===== src/rtl/cbar_pkg.sv =====
package cbar_pkg;

    localparam int NUM_BARS  = 8;
    localparam int BAR_IDX_W = $clog2(NUM_BARS);
    localparam int EDGE_W    = 16;
    localparam logic [7:0] BLACK_Y = 8'd16;

    typedef struct packed {
        logic [7:0] y;
        logic [7:0] u;
        logic [7:0] v;
    } yuv_t;

    typedef enum logic [1:0] {
        SRC_LIVE,
        SRC_OVL,
        SRC_BAR,
        SRC_BLANK
    } src_e;

    // Edge k of a mode: k=0 window start, 1..7 bar boundaries, 8 line length.
    function automatic logic [EDGE_W-1:0] bar_edge(input logic [2:0] mode,
                                                   input logic [3:0] k);
        logic [EDGE_W-1:0] t [9];
        case (mode)
            3'b001:  t = '{16'd116, 16'd197, 16'd278, 16'd359, 16'd440,
                           16'd521, 16'd602, 16'd682, 16'd780};
            3'b010:  t = '{16'd135, 16'd230, 16'd325, 16'd419, 16'd513,
                           16'd607, 16'd701, 16'd795, 16'd910};
            3'b100:  t = '{16'd142, 16'd230, 16'd318, 16'd406, 16'd494,
                           16'd582, 16'd670, 16'd757, 16'd864};
            3'b101:  t = '{16'd155, 16'd251, 16'd347, 16'd443, 16'd539,
                           16'd635, 16'd731, 16'd827, 16'd944};
            default: t = '{16'd127, 16'd216, 16'd305, 16'd394, 16'd483,
                           16'd572, 16'd661, 16'd750, 16'd858};
        endcase
        return (k < 4'd9) ? t[k] : '0;
    endfunction

    // Bar position to color index {r,g,b}.
    function automatic logic [2:0] bar_to_rgb(input logic [BAR_IDX_W-1:0] idx);
        case (idx)
            3'd0:    return 3'b111;
            3'd1:    return 3'b110;
            3'd2:    return 3'b011;
            3'd3:    return 3'b010;
            3'd4:    return 3'b101;
            3'd5:    return 3'b100;
            3'd6:    return 3'b001;
            default: return 3'b000;
        endcase
    endfunction

    // Full-level Y, U, V (U,V two's complement) per color index {r,g,b}.
    function automatic yuv_t rgb_to_yuv(input logic [2:0] rgb);
        case (rgb)
            3'b111:  return {8'd235, 8'h00, 8'h00};
            3'b110:  return {8'd210, 8'h90, 8'h12};
            3'b011:  return {8'd170, 8'h26, 8'h90};
            3'b010:  return {8'd145, 8'hB6, 8'hA2};
            3'b101:  return {8'd106, 8'h4A, 8'h5E};
            3'b100:  return {8'd81,  8'hDA, 8'h70};
            3'b001:  return {8'd41,  8'h70, 8'hEE};
            default: return {8'd16,  8'h00, 8'h00};
        endcase
    endfunction

endpackage


===== src/rtl/cbar_locator.sv =====
module cbar_locator
    import cbar_pkg::*;
#(
    parameter int HCNT_W = 10
) (
    input  logic [HCNT_W-1:0]    hcount,
    input  logic [2:0]           mode,
    output logic                 win_active,
    output logic [BAR_IDX_W-1:0] bar_idx
);

    localparam int CMP_W = (HCNT_W > EDGE_W) ? HCNT_W : EDGE_W;

    logic [CMP_W-1:0]    h_ext;
    logic [NUM_BARS-2:0] past_edge;

    assign h_ext = CMP_W'(hcount);

    for (genvar k = 1; k < NUM_BARS; k++) begin : g_edge
        assign past_edge[k-1] = h_ext >= CMP_W'(bar_edge(mode, 4'(k)));
    end

    always_comb begin
        bar_idx = '0;
        for (int i = 0; i < NUM_BARS - 1; i++) begin
            bar_idx = bar_idx + BAR_IDX_W'(past_edge[i]);
        end
    end

    assign win_active = (h_ext >= CMP_W'(bar_edge(mode, 4'd0))) &&
                        (h_ext <  CMP_W'(bar_edge(mode, 4'(NUM_BARS))));

endmodule


===== src/rtl/cbar_color_rom.sv =====
module cbar_color_rom
    import cbar_pkg::*;
(
    input  logic                 use_bar,
    input  logic [BAR_IDX_W-1:0] bar_idx,
    input  logic [2:0]           ovl_rgb,
    output yuv_t                 full
);

    logic [2:0] rgb_sel;

    always_comb begin
        rgb_sel = use_bar ? bar_to_rgb(bar_idx) : ovl_rgb;
        full    = rgb_to_yuv(rgb_sel);
    end

endmodule


===== src/rtl/cbar_scaler.sv =====
module cbar_scaler
    import cbar_pkg::*;
(
    input  yuv_t       full,
    input  logic [1:0] lvl,
    output yuv_t       scaled
);

    logic [2:0]        mul;
    logic [9:0]        yprod;
    logic signed [9:0] uprod;
    logic signed [9:0] vprod;

    always_comb begin
        mul    = 3'({1'b0, lvl}) + 3'd1;
        yprod  = 10'(full.y - BLACK_Y) * 10'(mul);
        uprod  = $signed({{2{full.u[7]}}, full.u}) * $signed({7'b0, mul});
        vprod  = $signed({{2{full.v[7]}}, full.v}) * $signed({7'b0, mul});
        scaled.y = BLACK_Y + yprod[9:2];
        scaled.u = uprod[9:2];
        scaled.v = vprod[9:2];
    end

endmodule


===== src/rtl/cbar_ovl_sel.sv =====
module cbar_ovl_sel
    import cbar_pkg::*;
#(
    parameter int HCNT_W = 10
) (
    input  logic              clk,
    input  logic              rst_n,
    input  logic [HCNT_W-1:0] hcount,
    input  logic [2:0]        mode,
    input  logic              ovl_r,
    input  logic              ovl_g,
    input  logic              ovl_b,
    input  logic              ovl_en,
    input  logic              bar_en,
    input  logic [1:0]        lvl,
    input  logic [7:0]        y_in,
    input  logic [7:0]        cb_in,
    input  logic [7:0]        cr_in,
    output logic [7:0]        y_out,
    output logic [7:0]        u_out,
    output logic [7:0]        v_out
);

    localparam yuv_t BLACK = {BLACK_Y, 8'h00, 8'h00};

    logic                 win_active;
    logic [BAR_IDX_W-1:0] bar_idx;
    yuv_t                 full_c;
    yuv_t                 gen_c;
    yuv_t                 gen_q;
    yuv_t                 live_q;
    yuv_t                 sel_c;
    src_e                 src_q;
    src_e                 src_d;

    cbar_locator #(.HCNT_W(HCNT_W)) u_locator (
        .hcount     (hcount),
        .mode       (mode),
        .win_active (win_active),
        .bar_idx    (bar_idx)
    );

    cbar_color_rom u_rom (
        .use_bar (bar_en),
        .bar_idx (bar_idx),
        .ovl_rgb ({ovl_r, ovl_g, ovl_b}),
        .full    (full_c)
    );

    cbar_scaler u_scaler (
        .full   (full_c),
        .lvl    (lvl),
        .scaled (gen_c)
    );

    // Next source: bar over overlay over live; generated sources blank outside window.
    always_comb begin
        src_d = SRC_LIVE;
        unique casez ({bar_en, ovl_en})
            2'b1?:   src_d = win_active ? SRC_BAR : SRC_BLANK;
            2'b01:   src_d = win_active ? SRC_OVL : SRC_BLANK;
            2'b00:   src_d = SRC_LIVE;
            default: src_d = SRC_LIVE;
        endcase
    end

    // State register, with the data captured alongside it.
    always_ff @(posedge clk) begin
        if (!rst_n) begin
            src_q  <= SRC_BLANK;
            gen_q  <= BLACK;
            live_q <= BLACK;
        end else begin
            src_q  <= src_d;
            gen_q  <= gen_c;
            live_q <= {y_in, cb_in ^ 8'h80, cr_in ^ 8'h80};
        end
    end

    // Outputs decoded from the state.
    always_comb begin
        sel_c = BLACK;
        unique case (src_q)
            SRC_LIVE:  sel_c = live_q;
            SRC_OVL:   sel_c = gen_q;
            SRC_BAR:   sel_c = gen_q;
            SRC_BLANK: sel_c = BLACK;
            default:   sel_c = BLACK;
        endcase
    end

    assign y_out = sel_c.y;
    assign u_out = sel_c.u;
    assign v_out = sel_c.v;

endmodule


===== config.mk =====
export PLATFORM = sky130hd
export DESIGN_NAME = cbar_ovl_sel
export DESIGN_NICKNAME = d
export VERILOG_FILES = /design/src/rtl/cbar_pkg.sv /design/src/rtl/cbar_locator.sv /design/src/rtl/cbar_color_rom.sv /design/src/rtl/cbar_scaler.sv /design/src/rtl/cbar_ovl_sel.sv
export SDC_FILE = /design/constraint.sdc
export NUM_CORES = 1
export LEC_CHECK = 0
export ABC_AREA = 1
export BUFFER_PORTS_ARGS = -buffer_cell sky130_fd_sc_hd__buf_4
export CORE_UTILIZATION = 55
export DETAILED_ROUTE_END_ITERATION = 12
export GPL_TIMING_DRIVEN = 0
export HOLD_SLACK_MARGIN = 0.05
export PLACE_DENSITY = 0.71
export SYNTH_ARGS = -nofsm -noshare
export SYNTH_HDL_FRONTEND = slang
export SYNTH_HIERARCHICAL = 1
export SYNTH_SLANG_ARGS = --single-unit
export TNS_END_PERCENT = 20

===== constraint.sdc =====
create_clock -name clk -period 9.2 [get_ports clk]
set_input_delay 0.92 -clock clk [delete_from_list [all_inputs] [get_ports clk]]
set_output_delay 0.92 -clock clk [all_outputs]
set_load 0.03 [all_outputs]

==> results of run 1 <==
[placed cells by master, fill, tap and decap left out, types with 3 or more instances in the layout]
master     instances
buf_6              4
nor2_1            58
nand4_1           10
clkbuf_1           5
o21ai_0            8
conb_1             3
xor2_1            15
a21o_1             4
nand3b_1           3
xnor2_1            4
nand3_1           40
nand2_2            9
buf_4             83
fa_1              26
inv_2             11
nor2_4             5
a21oi_1           36
clkbuf_16          5
dfxtp_1           50
nand2_4            4
ha_1              97
o21a_1             5
nor3_1             5
o21ai_1            3
nand3_2           14
nand2_1          306
inv_1            215
[state kept, by name, summed over array words and instances, names as in the netlist]
name	flops
gen_q	24
live_q	24
src_q	2
[final cells by class]
cell class | instances | area, µm² | area share [%]
Multi-Input combinational cell | 674 | 4390 | 60.2
Sequential cell | 50 | 1000 | 13.7
Inverter | 229 | 867 | 11.9
Timing Repair Buffer | 69 | 518 | 7.10
Buffer | 25 | 189 | 2.59
Tap cell | 143 | 179 | 2.45
Clock buffer | 6 | 139 | 1.90
Clock inverter | 2 | 12.5 | 0.171
[metal layers]
metal / share of wire, % / vias to the layer above / global-route usage, % / wire, µm
met5: 0 / - / 0 / 0
met4: 0.28 / 0 / 2.82 / 39
met3: 5.3 / 4 / 2.76 / 739
met2: 42 / 111 / 38.7 / 5820
met1: 53 / 2504 / 36.0 / 7420
li1: - / 3103 / - / -
[Yosys cell counts (10+ instances only)]
master,number,area [µm²]
buf_4,14,105
fa_1,26,521
a21oi_1,36,180
nand3_1,40,200
ha_1,97,1210
nand3_2,14,140
nor2_1,58,218
inv_1,215,807
nand2_1,306,1150
xor2_1,15,131
inv_2,11,41.3
nand4_1,10,62.6
dfxtp_1,50,1000
[logic make-up after synthesis]
| family | share of synthesized area [%] |
|---|---|
| flip-flops | 15.5 |
| buffers and inverters | 16.4 |
| XOR/XNOR | 3.01 |
| other | 0.0582 |
| adder cells (fa/ha/maj) | 26.9 |
| AO/OA/AOI/OAI | 6.10 |
| AND/OR/NAND/NOR | 32.0 |
[path summary, 6_finish.rpt]
check             startpoint  slack, ns  cells after the start    endpoint
hold / removal      cb_in[7]       0.79                      2  live_q[15]
setup / recovery     mode[2]       1.34                     35   gen_q[14]
[where the power goes]
| group | leakage, nW | switching (mW) | total (mW) | internal, mW |
|---|---|---|---|---|
| logic | 4.15 | 0.488 | 0.782 | 0.294 |
| clock network | 0.0729 | 0.0741 | 0.182 | 0.108 |
| registers | 0.415 | 0.0146 | 0.273 | 0.259 |
| total | 4.64 | 0.576 | 1.24 | 0.661 |
==> results.md, run 1 <==
* Status: finished, final reports clean
* Worst EP required at 9.43 ns
* Total GRT Usage at 24.2%
* Final WL at 14000 µm
* WP buf/inv at 8
* Fillers at 1106
* CTS Hold Bufs at 0
* Placed cells at 1190
* Ys flop type: dfxtp_1
* H-tree levels at 2
* Initial Util at 56.4%
* CTS root buf: clkbuf_16
* Max_slew headroom at approximately 58%
* Clk sinks at 50
* RSZ-0062 raised after global routing: no
* Die height at 110 µm
* Async SR Flop Fraction at 0%
* Port Buffers at approximately 70
* Fmax achieved at ~130 MHz
* FF+latch count, synth at 50
* CP delay by family, top: adder cells
* Final Max Tran Viols at 0
* CTS resizes at 0
* VDD IR max at 0.150 mV
* Worst min-delay path class: in2reg
* Power per cell area at 170 mW/mm²
* RePlAce Congestion at 0.907
* Final std cells w/o fill at 1198
* Final Hold Slack at a little under 0.8 ns
* Drt wl/cell at 11.7 µm
* Synthesized area per cell at 6.60 µm²
* Max-cap violations at 0
* Vias in the first global route at ~5000
* Initial antenna violation count at 0
* DR iter-0 viols at 296
* TNS Setup at 0 ns
* Mapped Cells at just under 1000
* Core area at 0.0114 mm²
* Clock transition at path regs at 0.06 ns
* Leakage at 4.64 nW
* Num rows at 39
* Worst EP arrival at 8.09 ns
* Post-synth EDFFs at 0
* CTS tree: yes
* Clk buf depth at 2
* Total power at approximately 1.2 mW
* Post-CTS setup buffer count at 0
* I/O pin count at 70
* Detailed-route via count at 5722
* CP Capture Type: register
* First-pass GRT wire length at between 20000 and 25000 µm
* Tmin final at 7.86 ns
* Final Hold Vio Count at 0
* Fin util at 63.9%
* Congestion Overflow GR at 0
* Max incr delay on CP at 0.57 ns
* Setup Viol. Count Final at 0
* Share of layout cells above drive strength 1 at 14.6%
* Synth Cell Area at 0.00644 mm²
* Kind of start point of the critical path: input port
* Post-DP HPWL at roughly 12000 µm
* Num CTS Buffers at 5
* Final Cycle Share at between 80% and 90%
* Sequential area share after synthesis at 15.5%
* Placed cell area at 0.00714 mm²
* Synth unique cells at 44
* Slew @ Worst Pin at just over 0.6 ns
* Largest net degree at the start of global routing at 16
* Critical Path Slowest Stage Cell: fa_1
* DRT antenna net count at 0
* Worst setup margin at 1.34 ns
* Crit Path Max Fanout at 9
* DRC at 0
* Antenna Cells at 0
* 1st-pass router iterations at 5
* Pre-CTS WS at 1.07 ns
* P&R area growth vs syn at 13.3%
* Crit path kind: in2reg
* Layout Cell Area excl Fill at between 0.007 and 0.008 mm²
* Vias per cell at between 4 and 5
* Yosys Warn Count at 6
* Die Wd at 110 µm
* Die Footprint at approximately 0.012 mm²
* Nets at 1223
Power figures use the tool's default switching activity.
==> run 2: changes to the inputs <==
- CELL_PAD_IN_SITES_DETAIL_PLACEMENT: default -> 0
- CELL_PAD_IN_SITES_GLOBAL_PLACEMENT: default -> 1
- CORE_UTILIZATION: 55 -> 43
- PLACE_DENSITY: 0.71 -> 0.78
==> run 2 against run 1 <==
Net effect:
- sequential power about the same
- flip-flop and latch count unchanged
- sequential share of layout area decreased by 0.10 points
- routed wire length increased by 6.9%
- total power increased by 0.70%
- utilization decreased by 14 points
- clock-buffer cell count decreased by 1
- hold slack got worse by 0.0070 ns
- maximum frequency increased by 0.25%
- via count decreased by 2.1%
- critical path type unchanged
- critical endpoint unchanged
==> results.md, run 2 (synthesis gave the netlist of run 1 again) <==
* Antenna Cells at 0 (unchanged)
* I/O pin count at 70 (unchanged)
* Fin util at 50.4% (-14 points)
* Post-DP HPWL at 12700 µm (+7.7%)
* 1st-pass router iterations at 5 (unchanged)
* Clock transition at path regs at 0.07 ns (about the same)
* CP Capture Type: register
* Switching part of the total at 47.4% (+0.79 points)
* Placed cells at 1231 (+3.4%)
* Initial antenna violation count at 0 (unchanged)
* Leakage at 4.64 nW (about the same)
* Cell-internal power at 0.655 mW (-0.79%)
* Final Hold Slack at 0.779 ns (-0.00697 ns)
* Max incr delay on CP at 0.58 ns (about the same)
* Port Buffers at 69 (unchanged)
* Power per cell area at 169 mW/mm² (about the same)
* Detailed-route via count at 5602 (-2.1%)
* Final WL at 15000 µm (+6.9%)
* Final Cycle Share at 85.2% (-0.22 points)
* CTS root buf: clkbuf_16
* Vias per cell at 4.52 (-5.3%)
* Post-CTS setup buffer count at 0 (unchanged)
* H-tree levels at 2 (unchanged)
* Commonest cells after routing, fill and taps aside: 306 x nand2_1, 215 x inv_1, 97 x ha_1
* Max_slew headroom at 61.6% (+3.6 points)
* CTS Hold Bufs at 0 (unchanged)
* VDD IR max at 0.133 mV (-11%)
* Crit path kind: in2reg
* Regs by FF count: gen_q x24, live_q x24, src_q x2
* Clk sinks at 50 (unchanged)
* CTS resizes at 0 (unchanged)
* Die Footprint at 0.0155 mm² (+27%)
* Sequential Power Share at 21.9% (-0.2 points)
* Clock power share at 15.0% (+0.3 points)
* Nets at 1223 (unchanged)
* Congestion Overflow GR at 0 (unchanged)
* Die Wd at 124 µm (+13%)
* Worst min-delay path class: in2reg
* Final Max Tran Viols at 0 (unchanged)
* Share of layout cells above drive strength 1 at 14.6% (unchanged)
* Num CTS Buffers at 5 (unchanged)
* Status: finished, final reports clean
* TNS Setup at 0 ns (unchanged)
* Worst EP arrival at 8.07 ns (-0.02 ns)
* Final Hold Vio Count at 0 (unchanged)
* Final std cells w/o fill at 1239 (+3.4%)
* Die height at 124 µm (+13%)
* Max-cap violations at 0 (unchanged)
* Fmax achieved at 128 MHz (+0.25%)
* RePlAce Congestion at 0.855 (-5.8%)
* DRT antenna net count at 0 (unchanged)
* Critical Path Slowest Stage Cell: fa_1
* Vias in the first global route at 5384 (+7.1%)
* CTS tree: yes
* Slew @ Worst Pin at 0.570 ns (-0.0538 ns)
* Largest net degree at the start of global routing at 19 (+3)
* P&R area growth vs syn at 14.1%
* Drt wl/cell at 12.1 µm (+3.3%)
* DRC at 0 (unchanged)
* Fillers at 1568 (+42%)
* Power share of the combinational group at 63.1% (about the same)
* Tmin final at 7.84 ns (-0.0199 ns)
* Num rows at 44 (+13%)
* Initial Util at 44.1% (-12 points)
* Crit Path Max Fanout at 9 (unchanged)
* Clk buf depth at 2 (unchanged)
* Kind of start point of the critical path: input port
* Total GRT Usage at 20.5% (-3.7 points)
* Worst EP required at 9.43 ns (about the same)
* Core area at 0.0146 mm² (+28%)
* First-pass GRT wire length at 26200 µm (+14%)
* Setup Viol. Count Final at 0 (unchanged)
* P_sw at 0.590 mW (+2.4%)
* DR iter-0 viols at 229 (-23%)
* RSZ-0062 raised after global routing: no
* Commonest non-fill, non-tap cell in the layout: nand2_1
==> run 2: changes by cell type in the layout (fill, tap and decap cells not counted), sizes merged <==
cell	before	now
clkbuf	11	10
clkinv	2	3
clkinvlp	1	0
inv	228	229
==> run 2: power by group through the flow <==
stage | clock network (mW) | registers (mW) | logic [mW]
4_1_cts | 0.193 | 0.273 | 0.796
2_1_floorplan | 0 | 0.273 | 0.593
5_1_grt | 0.200 | 0.277 | 0.918
3_3_place_gp | 0 | 0.278 | 0.789
6_report | 0.186 | 0.273 | 0.786
3_5_place_dp | 0 | 0.278 | 0.791
==> run 2: stage by stage <==
| step | worst slack [ns] | power, mW | instance area [µm²] |
|---|---|---|---|
| 2_1_floorplan | 2.06 | 0.867 | 6450 |
| 3_3_place_gp | 1.05 | 1.07 | 7200 |
| 3_5_place_dp | 1.07 | 1.07 | 7200 |
| 4_1_cts | 1.35 | 1.26 | 7350 |
| 5_1_grt | 0.713 | 1.39 | 7350 |
| 6_report | 1.36 | 1.25 | 7350 |
==> run 2: cell type report <==
class	count	area, µm²	area share, %
plain buffers	25	189	2.57
clock buffers	5	125	1.70
clock inverters	3	28.8	0.392
inverters	229	867	11.8
multi-input cells	674	4390	59.7
flip-flops and latches	50	1000	13.6
well taps	184	230	3.13
repair buffers	69	518	7.05
==> run 2: worst paths after layout <==
path                  from   endpoint  slack (ns)  depth (start not counted)
setup / recovery   mode[2]  gen_q[14]        1.36                         35
hold / removal    cr_in[7]  live_q[7]        0.78                          2
==> run 2: critical path: cells and delay by family <==
kind,cells,cell delay [ns]
xor gates and xnor gates,1,0.17
buffers and inverters,8,0.80
AOI/OAI and AO/OA,4,0.55
adders and majority gates,9,3.78
and+or+nand+nor,13,1.83
==> run 2: routing by layer <==
metal  vias up  wire [µm]  track usage (%)
li1       3104          -                -
met1      2412       8070             30.7
met2        82       6360             32.1
met3         4        505             2.45
met4         0         47             2.34
met5         -          0                0
